$ cat src/rtl/halfword_settings_pkg.sv
package halfword_settings_pkg;

  typedef enum logic [1:0] {
    ACC_NONE = 2'd0,
    ACC_LO   = 2'd1,
    ACC_HI   = 2'd2
  } acc_kind_e;

  function automatic int window_base(input int slave_id, input int slave_shift);
    return slave_id << slave_shift;
  endfunction

endpackage

$ cat src/rtl/hsb_decode.sv
module hsb_decode
  import halfword_settings_pkg::*;
#(
  parameter int ADDR_W      = 16,
  parameter int SLOT_W      = 6,
  parameter int SLAVE_ID    = 8,
  parameter int SLAVE_SHIFT = 7
) (
  input  logic              bus_cs,
  input  logic              bus_we,
  input  logic [ADDR_W-1:0] bus_addr,
  output acc_kind_e         kind,
  output logic [SLOT_W-1:0] slot
);
  localparam int OFF_W    = SLOT_W + 2;
  localparam int BASE_INT = window_base(SLAVE_ID, SLAVE_SHIFT);
  localparam int WIN_INT  = 4 << SLOT_W;
  localparam logic [ADDR_W-1:0] BASE = BASE_INT[ADDR_W-1:0];
  localparam bit ALIGNED  = (BASE_INT % WIN_INT) == 0;

  logic hit;

  // slot number relative to the window base
  assign slot = bus_addr[OFF_W-1:2] - BASE[OFF_W-1:2];

  generate
    if (ALIGNED) begin : g_aligned
      assign hit = (bus_addr[ADDR_W-1:OFF_W] == BASE[ADDR_W-1:OFF_W]) && !bus_addr[0];
    end else begin : g_range
      localparam logic [ADDR_W:0] LIMIT = ADDR_W'(BASE_INT) + (ADDR_W+1)'(WIN_INT);
      assign hit = (bus_addr >= BASE) && ({1'b0, bus_addr} < LIMIT) && !bus_addr[0];
    end
  endgenerate

  always_comb begin
    kind = ACC_NONE;
    if (bus_cs && bus_we && hit) begin
      kind = bus_addr[1] ? ACC_HI : ACC_LO;
    end
  end
endmodule

$ cat src/rtl/hsb_stage.sv
module hsb_stage
  import halfword_settings_pkg::*;
#(
  parameter int SLOT_W = 6,
  parameter int HALF_W = 16
) (
  input  logic                  clk,
  input  logic                  rst,
  input  acc_kind_e             kind,
  input  logic [SLOT_W-1:0]     slot,
  input  logic [HALF_W-1:0]     wdata,
  output logic                  fire,
  output logic [SLOT_W-1:0]     fire_slot,
  output logic [2*HALF_W-1:0]   fire_word
);
  logic              held_v;
  logic [SLOT_W-1:0] held_slot;
  logic [HALF_W-1:0] held_lo;

  assign fire      = (kind == ACC_HI) && held_v && (held_slot == slot);
  assign fire_slot = slot;
  assign fire_word = {wdata, held_lo};

  always_ff @(posedge clk) begin
    if (rst) begin
      held_v    <= 1'b0;
      held_slot <= '0;
      held_lo   <= '0;
    end else if (kind == ACC_LO) begin
      held_v    <= 1'b1;
      held_slot <= slot;
      held_lo   <= wdata;
    end else if (fire) begin
      held_v    <= 1'b0;
    end
  end
endmodule

$ cat src/rtl/hsb_emit.sv
module hsb_emit #(
  parameter int SLOT_W = 6,
  parameter int WORD_W = 32
) (
  input  logic              clk,
  input  logic              rst,
  input  logic              fire,
  input  logic [SLOT_W-1:0] fire_slot,
  input  logic [WORD_W-1:0] fire_word,
  output logic              set_stb,
  output logic [SLOT_W-1:0] set_idx,
  output logic [WORD_W-1:0] set_data
);
  always_ff @(posedge clk) begin
    if (rst) begin
      set_stb  <= 1'b0;
      set_idx  <= '0;
      set_data <= '0;
    end else begin
      set_stb <= fire;
      if (fire) begin
        set_idx  <= fire_slot;
        set_data <= fire_word;
      end
    end
  end
endmodule

$ cat src/rtl/halfword_settings_bus.sv
module halfword_settings_bus
  import halfword_settings_pkg::*;
#(
  parameter int ADDR_W      = 16,
  parameter int HALF_W      = 16,
  parameter int NUM_SLOTS   = 64,
  parameter int SLAVE_ID    = 8,
  parameter int SLAVE_SHIFT = 7,
  localparam int SLOT_W     = $clog2(NUM_SLOTS),
  localparam int WORD_W     = 2 * HALF_W
) (
  input  logic              clk,
  input  logic              rst,
  input  logic              bus_cs,
  input  logic              bus_we,
  input  logic [ADDR_W-1:0] bus_addr,
  input  logic [HALF_W-1:0] bus_wdata,
  output logic [HALF_W-1:0] bus_rdata,
  output logic              set_stb,
  output logic [SLOT_W-1:0] set_idx,
  output logic [WORD_W-1:0] set_data
);
  acc_kind_e         kind;
  logic [SLOT_W-1:0] slot;
  logic              fire;
  logic [SLOT_W-1:0] fire_slot;
  logic [WORD_W-1:0] fire_word;

  assign bus_rdata = '0;

  hsb_decode #(
    .ADDR_W(ADDR_W), .SLOT_W(SLOT_W), .SLAVE_ID(SLAVE_ID), .SLAVE_SHIFT(SLAVE_SHIFT)
  ) u_decode (
    .bus_cs(bus_cs), .bus_we(bus_we), .bus_addr(bus_addr), .kind(kind), .slot(slot)
  );

  hsb_stage #(.SLOT_W(SLOT_W), .HALF_W(HALF_W)) u_stage (
    .clk(clk), .rst(rst), .kind(kind), .slot(slot), .wdata(bus_wdata),
    .fire(fire), .fire_slot(fire_slot), .fire_word(fire_word)
  );

  hsb_emit #(.SLOT_W(SLOT_W), .WORD_W(WORD_W)) u_emit (
    .clk(clk), .rst(rst), .fire(fire), .fire_slot(fire_slot), .fire_word(fire_word),
    .set_stb(set_stb), .set_idx(set_idx), .set_data(set_data)
  );
endmodule

$ cat config.mk
export PLATFORM = sky130hd
export DESIGN_NAME = halfword_settings_bus
export DESIGN_NICKNAME = d
export VERILOG_FILES = /design/src/rtl/halfword_settings_pkg.sv /design/src/rtl/hsb_decode.sv /design/src/rtl/hsb_stage.sv /design/src/rtl/hsb_emit.sv /design/src/rtl/halfword_settings_bus.sv
export SDC_FILE = /design/constraint.sdc
export NUM_CORES = 1
export LEC_CHECK = 0
export ABC_AREA = 1
export BUFFER_PORTS_ARGS = -buffer_cell sky130_fd_sc_hd__buf_2
export CAP_MARGIN = 20
export CORE_MARGIN = 2
export CORE_UTILIZATION = 51
export CTS_CLUSTER_SIZE = 12
export DETAILED_ROUTE_END_ITERATION = 7
export PLACE_DENSITY_LB_ADDON = 0.3
export SETUP_SLACK_MARGIN = 0.4
export SLEW_MARGIN = 20
export SYNTH_ARGS = -nofsm -noshare
export SYNTH_HDL_FRONTEND = slang
export SYNTH_HIERARCHICAL = 1
export SYNTH_SLANG_ARGS = --single-unit
$ cat constraint.sdc
create_clock -name clk -period 1.7 [get_ports clk]
set_input_delay 0.085 -clock clk [delete_from_list [all_inputs] [get_ports clk]]
set_output_delay 0.085 -clock clk [all_outputs]
set_load 0.005 [all_outputs]
==> flow_summary.ini, run 1 <==
[sta]
hold_violations = 0
finalSetupTns_ps = 0
fin_crit_ps = 1360
grt_setup_unrepaired = true
clock.fmax_mhz = 735
final-setup-viol-count = 0
finClkSkew_ps = 6.30
maxSlewViolCount = 0
period_share_pct = 80.0

[routing]
drt-total-wl_um = 5900
firstDrtPassIters = 4
drtAntennaViolNets = 0
dr.first_iter.drc_count = 142
drc = 0
wl_per_cell_um = 10.6
vias = 2455
vias_per_cell = 4.42

[synth]
synth_area_per_cell_sq_um = 6.81
yosys-top-cells-count = 131 x nand2_1, 89 x nor2_1, 62 x dfxtp_1, 56 x inv_1, 49 x buf_4
synth_top_flop_cell = dfxtp_1
synth-seq-cells = 62
synthTopCellsByArea = dfxtp_1 42%, nand2_1 17%, buf_4 13%, nor2_1 11%, inv_1 7.1%
synthArstFlopShare_pct = 0
yosysTopAreaCell = dfxtp_1
synth_most_common_cell = nand2_1
synth_top_area_share_pct = 42.2
synth_area_sq_mm = 0.00294
yosysUniqueCellTypes = 16
yosysSeqAreaShare_pct = 42.2
synth_warnings = 6
synth_edf_count = 0
syn_inst = 432

[clock_network]
clk_pin_slew_worst_paths_ps = 60
cts_tree = yes
cts_sinks = 62
clk_latency_ps = 330
clockBufferDepth = 2
numCtsBuffers = 9
htree_levels = 3
ctsHoldBuffers = 0
cts_setup_buffers = 0
root_buffer = clkbuf_8

[global_routing]
grt_max_degree = 45
grt_usage_pct = 18.0
grt_pass1_vias = 2112
grt_overflow = 0
grt_pass1_wl_um = 9050
grt_antenna_before_repair = 0

[finish]
fin_nets = 517
fin_area_sq_mm = 0.00343
drive_gt1_share_pct = 25.5
final_cells = 555
num_antenna_cells = 0
syn2layout_area_growth_pct = 16.8

[floorplan]
core_sq_mm = 0.00554
io_pins = 91
initial_utilization_pct = 53.1
die_h_um = 79.9
dieArea_sq_mm = 0.00639
rows = 27
die_x_um = 79.9

[worst_setup_path]
critPathCaptureType = flop
crit_path_max_incr_delay_ps = 330
worst-path-buf-inv = 3
arrival_ps = 1580
worstPathCellList = inv_2 -> nand2_1 -> nand2_1 -> nand2_1 -> nor2_1 -> nand3_2 -> clkinv_4 -> clkbuf_16 -> nand2_1 -> nand2_1 -> nor2_1
cpMostUsedCell = nand2_1
critPathLaunchType = flop
critPathMaxFanout = 11
crit_type = flop to flop
path_delay_family = simple AND/OR/NAND/NOR gates
slowest_stage = dfxtp_2
required_ps = 1920

[place]
place_hpwl_um = 3720
numPortBuffers = 74
place_inst = 538
place.gp.congestion = 0.763
place_area_sq_mm = 0.00308

[pwr]
power_leakage_nw = 1.67
pwr_density_cell_mw_per_mm2 = 840
peakVddDrop_uv = 454

[worst_hold_path]
hp-class = input pin to flop

[run_status]
status = finished, final reports clean

[job]
drv_cap = 0
[final timing paths]
kind / startpoint / endpoint / slack [ps] / cells past startpoint
worst min register to register: u_stage/held_lo[15] / u_stage/held_lo[15] / 460 / 2
worst max register to register: u_stage/held_slot[1] / u_emit/set_data[12] / 340 / 11
worst min-delay path: bus_wdata[13] / u_stage/held_lo[13] / 20 / 3
worst max-delay path: u_stage/held_slot[1] / u_emit/set_data[12] / 340 / 11
[placed cells by master, fill, tap and decap left out, types with 2 or more instances in the layout]
| cell type | synthesis | final |
|---|---|---|
| a21oi_2 | 2 | 2 |
| buf_2 | 5 | 72 |
| a211oi_1 | 3 | 3 |
| nand2_4 | 0 | 2 |
| a21oi_1 | 18 | 18 |
| nor2_2 | 0 | 3 |
| clkbuf_8 | 0 | 12 |
| dfxtp_1 | 62 | 59 |
| buf_12 | 0 | 3 |
| clkbuf_16 | 0 | 3 |
| inv_1 | 56 | 49 |
| inv_2 | 1 | 5 |
| conb_1 | 1 | 16 |
| nor2_1 | 89 | 86 |
| nand2_2 | 0 | 4 |
| buf_6 | 7 | 3 |
| dfxtp_2 | 0 | 3 |
| buf_4 | 49 | 4 |
| nand2_1 | 131 | 125 |
| xor2_1 | 3 | 3 |
[worst reg2reg max path: cells and delay by family, from the launching register on]
| kind | cells | cell delay, ps |
|---|---|---|
| buffers and inverters | 3 | 380 |
| flip-flops | 1 | 330 |
| AND/OR/NAND/NOR | 8 | 540 |
[metrics by stage]
| step | util (%) | setup WS (ps) | hold WS, ps | power (mW) |
|---|---|---|---|---|
| after detailed placement | 55.6 | 49.7 | 362 | 1.63 |
| final | 62.0 | 340 | 24.6 | 2.88 |
| after global routing | 62.0 | 235 | 22.2 | 3.00 |
| after CTS | 59.1 | 334 | 12.7 | 2.91 |
| after floorplan | - | 293 | 156 | 1.64 |
| after global placement | 55.6 | 105 | 353 | 1.63 |
[flip-flops by register name, summed over array words and instances (netlist names)]
register	count
u_emit/set_data	32
u_emit/set_idx	6
u_emit/set_stb	1
u_stage/held_lo	16
u_stage/held_slot	6
u_stage/held_v	1
[layer usage]
layer / vias to the layer above / GRT usage (%) / share of wire [%]
li1: 1295 / - / -
met1: 1088 / 21.8 / 47
met2: 65 / 30.1 / 46
met3: 7 / 4.19 / 5.9
met4: 0 / 8.31 / 1.2
met5: - / 0 / 0
[report_power, final]
part           switching [mW]  total (mW)  internal (mW)
Combinational          0.0889       0.151         0.0617
Sequential          0.0000677        1.45           1.45
Clock                   0.508        1.28          0.773
Total                   0.597        2.88           2.29
[final cells by class]
type / count / area (sq um)
tap: 72 / 90.1
clock inverter: 1 / 30.0
fill: 506 / 2110
multi-input combinational: 265 / 1100
timing repair buffer: 86 / 574
inverter: 57 / 229
clock buffer: 12 / 165
sequential: 62 / 1240
[kinds of logic after synthesis]
| logic type | after synthesis | synth area share (%) |
|---|---|---|
| and+or+nand+nor | 223 | 28.8 |
| DFF | 62 | 42.2 |
| xor gates and xnor gates | 3 | 0.893 |
| buffers and inverters | 120 | 23.6 |
| AOI/OAI and AO/OA | 23 | 4.42 |
| other | 1 | 0.127 |
[what timing repair did]
action / 4_1_cts / 5_1_grt
resized for setup: 0 / 26
pin swaps: 0 / 2
gates cloned: 0 / 4
setup endpoints to repair: 37 / 39
(Power assumes the default switching activity.)
==> inputs of run 2 (changes only) <==
--- a/config.mk
+++ b/config.mk
@@ -5,11 +5,11 @@
 export SDC_FILE = /design/constraint.sdc
 export NUM_CORES = 1
 export LEC_CHECK = 0
-export ABC_AREA = 1
+export ABC_AREA = 0
 export BUFFER_PORTS_ARGS = -buffer_cell sky130_fd_sc_hd__buf_2
 export CAP_MARGIN = 20
 export CORE_MARGIN = 2
-export CORE_UTILIZATION = 51
+export CORE_UTILIZATION = 45
 export CTS_CLUSTER_SIZE = 12
 export DETAILED_ROUTE_END_ITERATION = 7
 export PLACE_DENSITY_LB_ADDON = 0.3
==> constraint.sdc (replaced) <==
create_clock -name clk -period 1.2 [get_ports clk]
set_input_delay 0.06 -clock clk [delete_from_list [all_inputs] [get_ports clk]]
set_output_delay 0.06 -clock clk [all_outputs]
set_load 0.005 [all_outputs]
==> flow_summary.ini, run 2 <==
[sta]
finClkSkew_ps = 5.51
period_share_pct = 148
final-setup-viol-count = 62
clock.fmax_mhz = 562
grt_setup_unrepaired = true
holdWs_ps = 30.7
finalSetupTns_ps = -21950
maxSlewViolCount = 0
fin_ws_ps = -580
fin_crit_ps = 1780
hold_violations = 0

[worst_setup_path]
critPathMaxFanout = 6
r2r_cells = 8
required_ps = 1410
r2r_slack_ps = -580
arrival_ps = 1990
r2r-start = u_stage/held_slot[3]
crit_type = flop to flop
critPathLaunchType = flop
worst_r2r_endpoint = u_emit/set_data[22]
critPathCaptureType = flop

[synth]
synth_top_flop_cell = dfxtp_1
synth_top_area_share_pct = 46.6
synth_warnings = 6
yosys-top-cells-count = 62 x dfxtp_1, 48 x buf_4, 45 x nand2_1, 38 x mux2i_1, 38 x nor2_1
synth_area_sq_mm = 0.00266
yosysUniqueCellTypes = 26
synthTopCellsByArea = dfxtp_1 47%, mux2i_1 14%, buf_4 14%, nand2_1 6.3%, nor2_1 5.4%
yosysSeqAreaShare_pct = 46.6
synth_area_per_cell_sq_um = 9.27
synthArstFlopShare_pct = 0
synth_most_common_cell = dfxtp_1
yosysTopAreaCell = dfxtp_1
synth_edf_count = 0
syn_inst = 287
synth-seq-cells = 62

[worst_hold_path]
hp-start = rst
hold_end = u_stage/held_v
hp-class = input pin to flop
whs_path_depth = 3

[routing]
firstDrtPassIters = 4
drt-total-wl_um = 6030
vias = 2111
drc = 0
wl_per_cell_um = 13.3
dr.first_iter.drc_count = 79
vias_per_cell = 4.64
drtAntennaViolNets = 0

[place]
place.gp.congestion = 0.713
place_hpwl_um = 3490
numPortBuffers = 74
place_inst = 410
dp_slack_ps = -960
place_area_sq_mm = 0.00295

[floorplan]
core_sq_mm = 0.00582
die_x_um = 80.9
dieArea_sq_mm = 0.00654
io_pins = 91
die_h_um = 80.9
rows = 28
initial_utilization_pct = 45.8

[clock_network]
root_buffer = clkbuf_8
htree_levels = 3
cts_tree = yes
clk_pin_slew_worst_paths_ps = 60
clk_latency_ps = 330
clockBufferDepth = 2
cts_sinks = 62
numCtsBuffers = 9

[pwr]
p_clk_share_pct = 40.6
power_leakage_nw = 1.55
p_switching_mw = 0.879
power.share.sequential_pct = 53.4
peakVddDrop_uv = 882
swShare_pct = 22.8
p_comb_share_pct = 6.0
finalPower_mw = 3.85
power.internal_mw = 2.97
pwr_density_cell_mw_per_mm2 = 1030

[finish]
num_antenna_cells = 0
largest_reg_flops = 32
regMostFlops = u_emit/set_data
final_cell_mix = 61 x buf_2, 39 x dfxtp_2, 38 x mux2i_1, 38 x nor2_1, 38 x nand2_1
final_cells = 455
syn2layout_area_growth_pct = 40.3
finish.utilization_pct = 64.2
reg_top3 = u_emit/set_data x32, u_stage/held_lo x16
drive_gt1_share_pct = 48.4
fin_nets = 411
final_common_cell = buf_2
nFillCells = 491
fin_area_sq_mm = 0.00373

[global_routing]
grt_antenna_before_repair = 0
grt_usage_pct = 18.0
grt_overflow = 0
grt_pass1_vias = 1938
grt_pass1_wl_um = 8850
grt_max_degree = 32

[run_status]
status = finished, violations left
violations = negative setup slack

[job]
drv_cap = 0
==> run 2: cell count changes after synthesis, moves of 5 or more <==
cell     change
mux2i_1     +38
nand2_1     -86
buf_6        -6
nor2_1      -51
a21oi_1      +5
inv_1       -55
==> run 2: power by group through the flow <==
stage / clock [mW] / combinational (mW) / sequential, mW
after global placement: 0 / 0.166 / 2.10
final: 1.56 / 0.232 / 2.06
after detailed placement: 0 / 0.167 / 2.10
after global routing: 1.71 / 0.254 / 2.05
after floorplan: 0 / 0.164 / 2.10
after CTS: 1.62 / 0.214 / 2.06
==> run 2: metal layers <==
metal | track usage (%) | part of all wire, % | vias to the layer above
li1 | - | - | 1058
met1 | 21.1 | 42 | 986
met2 | 30.7 | 51 | 60
met3 | 6.56 | 6.0 | 7
met4 | 5.25 | 0.99 | 0
met5 | 0 | 0 | -
==> run 2: final cells by class <==
class	instances	area [sq um]	area share, %
inverter	1	3.75	0.101
sequential	62	1290	34.5
timing repair buffer	121	1020	27.3
clock inverter	4	22.5	0.603
multi-input combinational	180	1160	31.0
tap	75	93.8	2.51
clock buffer	12	145	3.89
==> run 2: how the worst max path moves through the flow <==
stage	from	to	slack, ps	depth (start not counted)
floorplan	bus_addr[14]	u_emit/set_data[26]	-710	9
finish	u_stage/held_slot[3]	u_emit/set_data[22]	-580	8
global route	u_stage/held_slot[3]	u_emit/set_data[24]	-650	8
CTS	bus_addr[8]	u_emit/set_data[25]	-600	10
global placement	bus_addr[14]	u_emit/set_idx[4]	-910	8
detailed placement	bus_addr[14]	u_emit/set_data[25]	-960	8
==> run 2: logic make-up (layout without fill, tap and decap cells) <==
kind of cell	after synthesis	in the layout	share of synthesized area (%)
DFF	62	62	46.6
other	1	16	0.141
buffers and inverters	60	138	16.9
AOI/OAI and AO/OA	24	24	4.75
muxes	38	38	14.3
xor gates and xnor gates	6	6	1.97
and+or+nand+nor	96	96	15.3
==> run 2: worst max-delay path: stages, from the launching register on <==
cell and delay (ps):
dfxtp_1 380, xnor2_2 130, nand4_1 170, nor4_4 300, buf_4 180, buf_6 120
buf_12 120, mux2i_1 190, nor2_1 60
==> run 2: repair_timing <==
item / CTS / global route
setup buffers: 6 / 2
gates cloned: 4 / 1
endpoints found under the setup margin: 101 / 101
hold buffers: 16 / 0
resized for setup: 50 / 33
hold endpoints to repair: 31 / 0
pin swaps: 5 / 12
==> inputs of run 3 (changes only) <==
--- a/config.mk
+++ b/config.mk
@@ -5,14 +5,14 @@
 export SDC_FILE = /design/constraint.sdc
 export NUM_CORES = 1
 export LEC_CHECK = 0
-export ABC_AREA = 0
+export ABC_AREA = 1
 export BUFFER_PORTS_ARGS = -buffer_cell sky130_fd_sc_hd__buf_2
 export CAP_MARGIN = 20
 export CORE_MARGIN = 2
-export CORE_UTILIZATION = 45
+export CORE_UTILIZATION = 46
 export CTS_CLUSTER_SIZE = 12
 export DETAILED_ROUTE_END_ITERATION = 7
-export PLACE_DENSITY_LB_ADDON = 0.3
+export PLACE_DENSITY = 0.85
 export SETUP_SLACK_MARGIN = 0.4
 export SLEW_MARGIN = 20
 export SYNTH_ARGS = -nofsm -noshare
==> flow_summary.ini, run 3 (synthesis gave the netlist of run 1 again) <==
[finish]
nFillCells = 472
final_common_cell = nand2_1
reg_top3 = u_emit/set_data x32, u_stage/held_lo x16
regArea_sq_mm = 0.00130
regMostFlops = u_emit/set_data
fin_nets = 562
multi_input_area_sq_mm = 0.00130
final_cell_mix = 117 x nand2_1, 62 x buf_2, 58 x nor2_1, 47 x inv_1, 44 x dfxtp_2
drive_gt1_share_pct = 45.8
largest_reg_flops = 32
num_antenna_cells = 0
syn2layout_area_growth_pct = 47.3

[clock_network]
cts_sinks = 62
clk_latency_ps = 330
htree_levels = 3
clockBufferDepth = 2
clk_pin_slew_worst_paths_ps = 70
cts_tree = yes
root_buffer = clkbuf_8
numCtsBuffers = 9

[worst_setup_path]
critPathLaunch = u_stage/held_v
worstPathCellList = nand2_2 -> nor2_4 -> nand2_2 -> nor2_2 -> nand3_2 -> clkinv_4 -> buf_12 -> clkbuf_16 -> nor2_2 -> nor2_1
r2r-start = u_stage/held_v
critPathLaunchType = flop
required_ps = 1460
critPathMaxFanout = 8
path_delay_family = simple AND/OR/NAND/NOR gates
worst-path-buf-inv = 3
crit_path_max_incr_delay_ps = 340
arrival_ps = 1680
slowest_stage = dfxtp_2
crit_type = flop to flop
critPathCaptureType = flop

[pwr]
power_leakage_nw = 2.03
p_comb_share_pct = 6.5
finalPower_mw = 4.44
p_clk_share_pct = 47.2
power.share.sequential_pct = 46.2
swShare_pct = 21.8
power.internal_mw = 3.48
p_switching_mw = 0.968
pwr_density_cell_mw_per_mm2 = 1030
peakVddDrop_uv = 601

[place]
numPortBuffers = 74
place.gp.congestion = 0.765
place_hpwl_um = 3890

[sta]
finalSetupTns_ps = -6550
finClkSkew_ps = 11.1
grt_setup_unrepaired = true
fin_crit_ps = 1420
final-setup-viol-count = 40
fin_ws_ps = -222
maxSlewViolCount = 0
hold_violations = 0
period_share_pct = 119
clock.fmax_mhz = 703

[global_routing]
grt_pass1_wl_um = 10500
grt_pass1_vias = 2450
grt_max_degree = 43
grtUsageMet1_pct = 21.0
grt_use_met2_pct = 32.0
grt_antenna_before_repair = 0
grt_use_met3_pct = 3.96
grt-busiest-layer = met2
grt_usage_pct = 18.3
grt_overflow = 0

[routing]
vias_per_cell = 4.52
firstDrtPassIters = 4
drc = 0
vias = 2746
drt-total-wl_um = 7580
wl_per_cell_um = 12.5
dr.first_iter.drc_count = 94
drtAntennaViolNets = 0

[floorplan]
die_h_um = 84.0
dieArea_sq_mm = 0.00705
die_x_um = 84.0
initial_utilization_pct = 46.9
core_sq_mm = 0.00628
io_pins = 91
rows = 29

[job]
drv_cap = 0

[worst_hold_path]
hp-class = input pin to flop
hp-start = bus_addr[4]

[run_status]
status = finished, violations left
violations = negative setup slack
## run 3: final cells by class
type,count,share of cell area (%)
sequential,62,29.9
multi-input combinational,265,29.9
timing repair buffer,131,27.0
inverter,57,5.57
clock buffer,11,3.50
tap,77,2.22
clock inverter,5,1.88
## run 3: layer usage
| metal | up-vias | wire length (um) |
|---|---|---|
| met4 | 0 | 226 |
| met5 | - | 0 |
| li1 | 1391 | - |
| met3 | 21 | 431 |
| met1 | 1236 | 3070 |
| met2 | 98 | 3850 |
## run 3: worst reg2reg max path, stage by stage (launching register included)
cell       delay [ps]
dfxtp_2           340
nand2_2            60
nor2_4            100
nand2_2            70
nor2_2            100
nand3_2           110
clkinv_4          120
buf_12            130
clkbuf_16         180
nor2_2             50
nor2_1            100
## run 3: power groups by stage
stage	logic, mW	registers (mW)	clock network (mW)
final	0.290	2.06	2.10
after global routing	0.322	2.05	2.25
after CTS	0.258	2.06	2.14
after detailed placement	0.209	2.10	0
after global placement	0.204	2.10	0
after floorplan	0.216	2.10	0
## run 3: through the flow
step                hold slack (ps)  area, sq um  utilization (%)  setup slack, ps  instances
finish                         23.1         4330             69.0             -222        608
global route                   32.1         4330             69.0             -301        608
CTS                            17.6         3690             58.8             -191        582
detailed placement              332         3140             50.0             -460        543
global placement                327         3140             50.0             -378        543
floorplan                       131         3040                -             -182        447
## run 3: what timing repair did
item                                    CTS  global route
cloned                                    1             9
gates resized for setup                  42            97
pin swaps                                 1            36
hold buffers                             19             0
hold endpoints to repair                 19             0
buffers inserted                          3            17
endpoints found under the setup margin  101           101
## run 3: path summary, 6_finish.rpt
kind	end	slack [ps]	cells past startpoint
max	u_emit/set_data[28]	-220	10
min	u_stage/held_slot[2]	20	3
max reg2reg	u_emit/set_data[28]	-220	10
min reg2reg	u_emit/set_data[9]	470	2
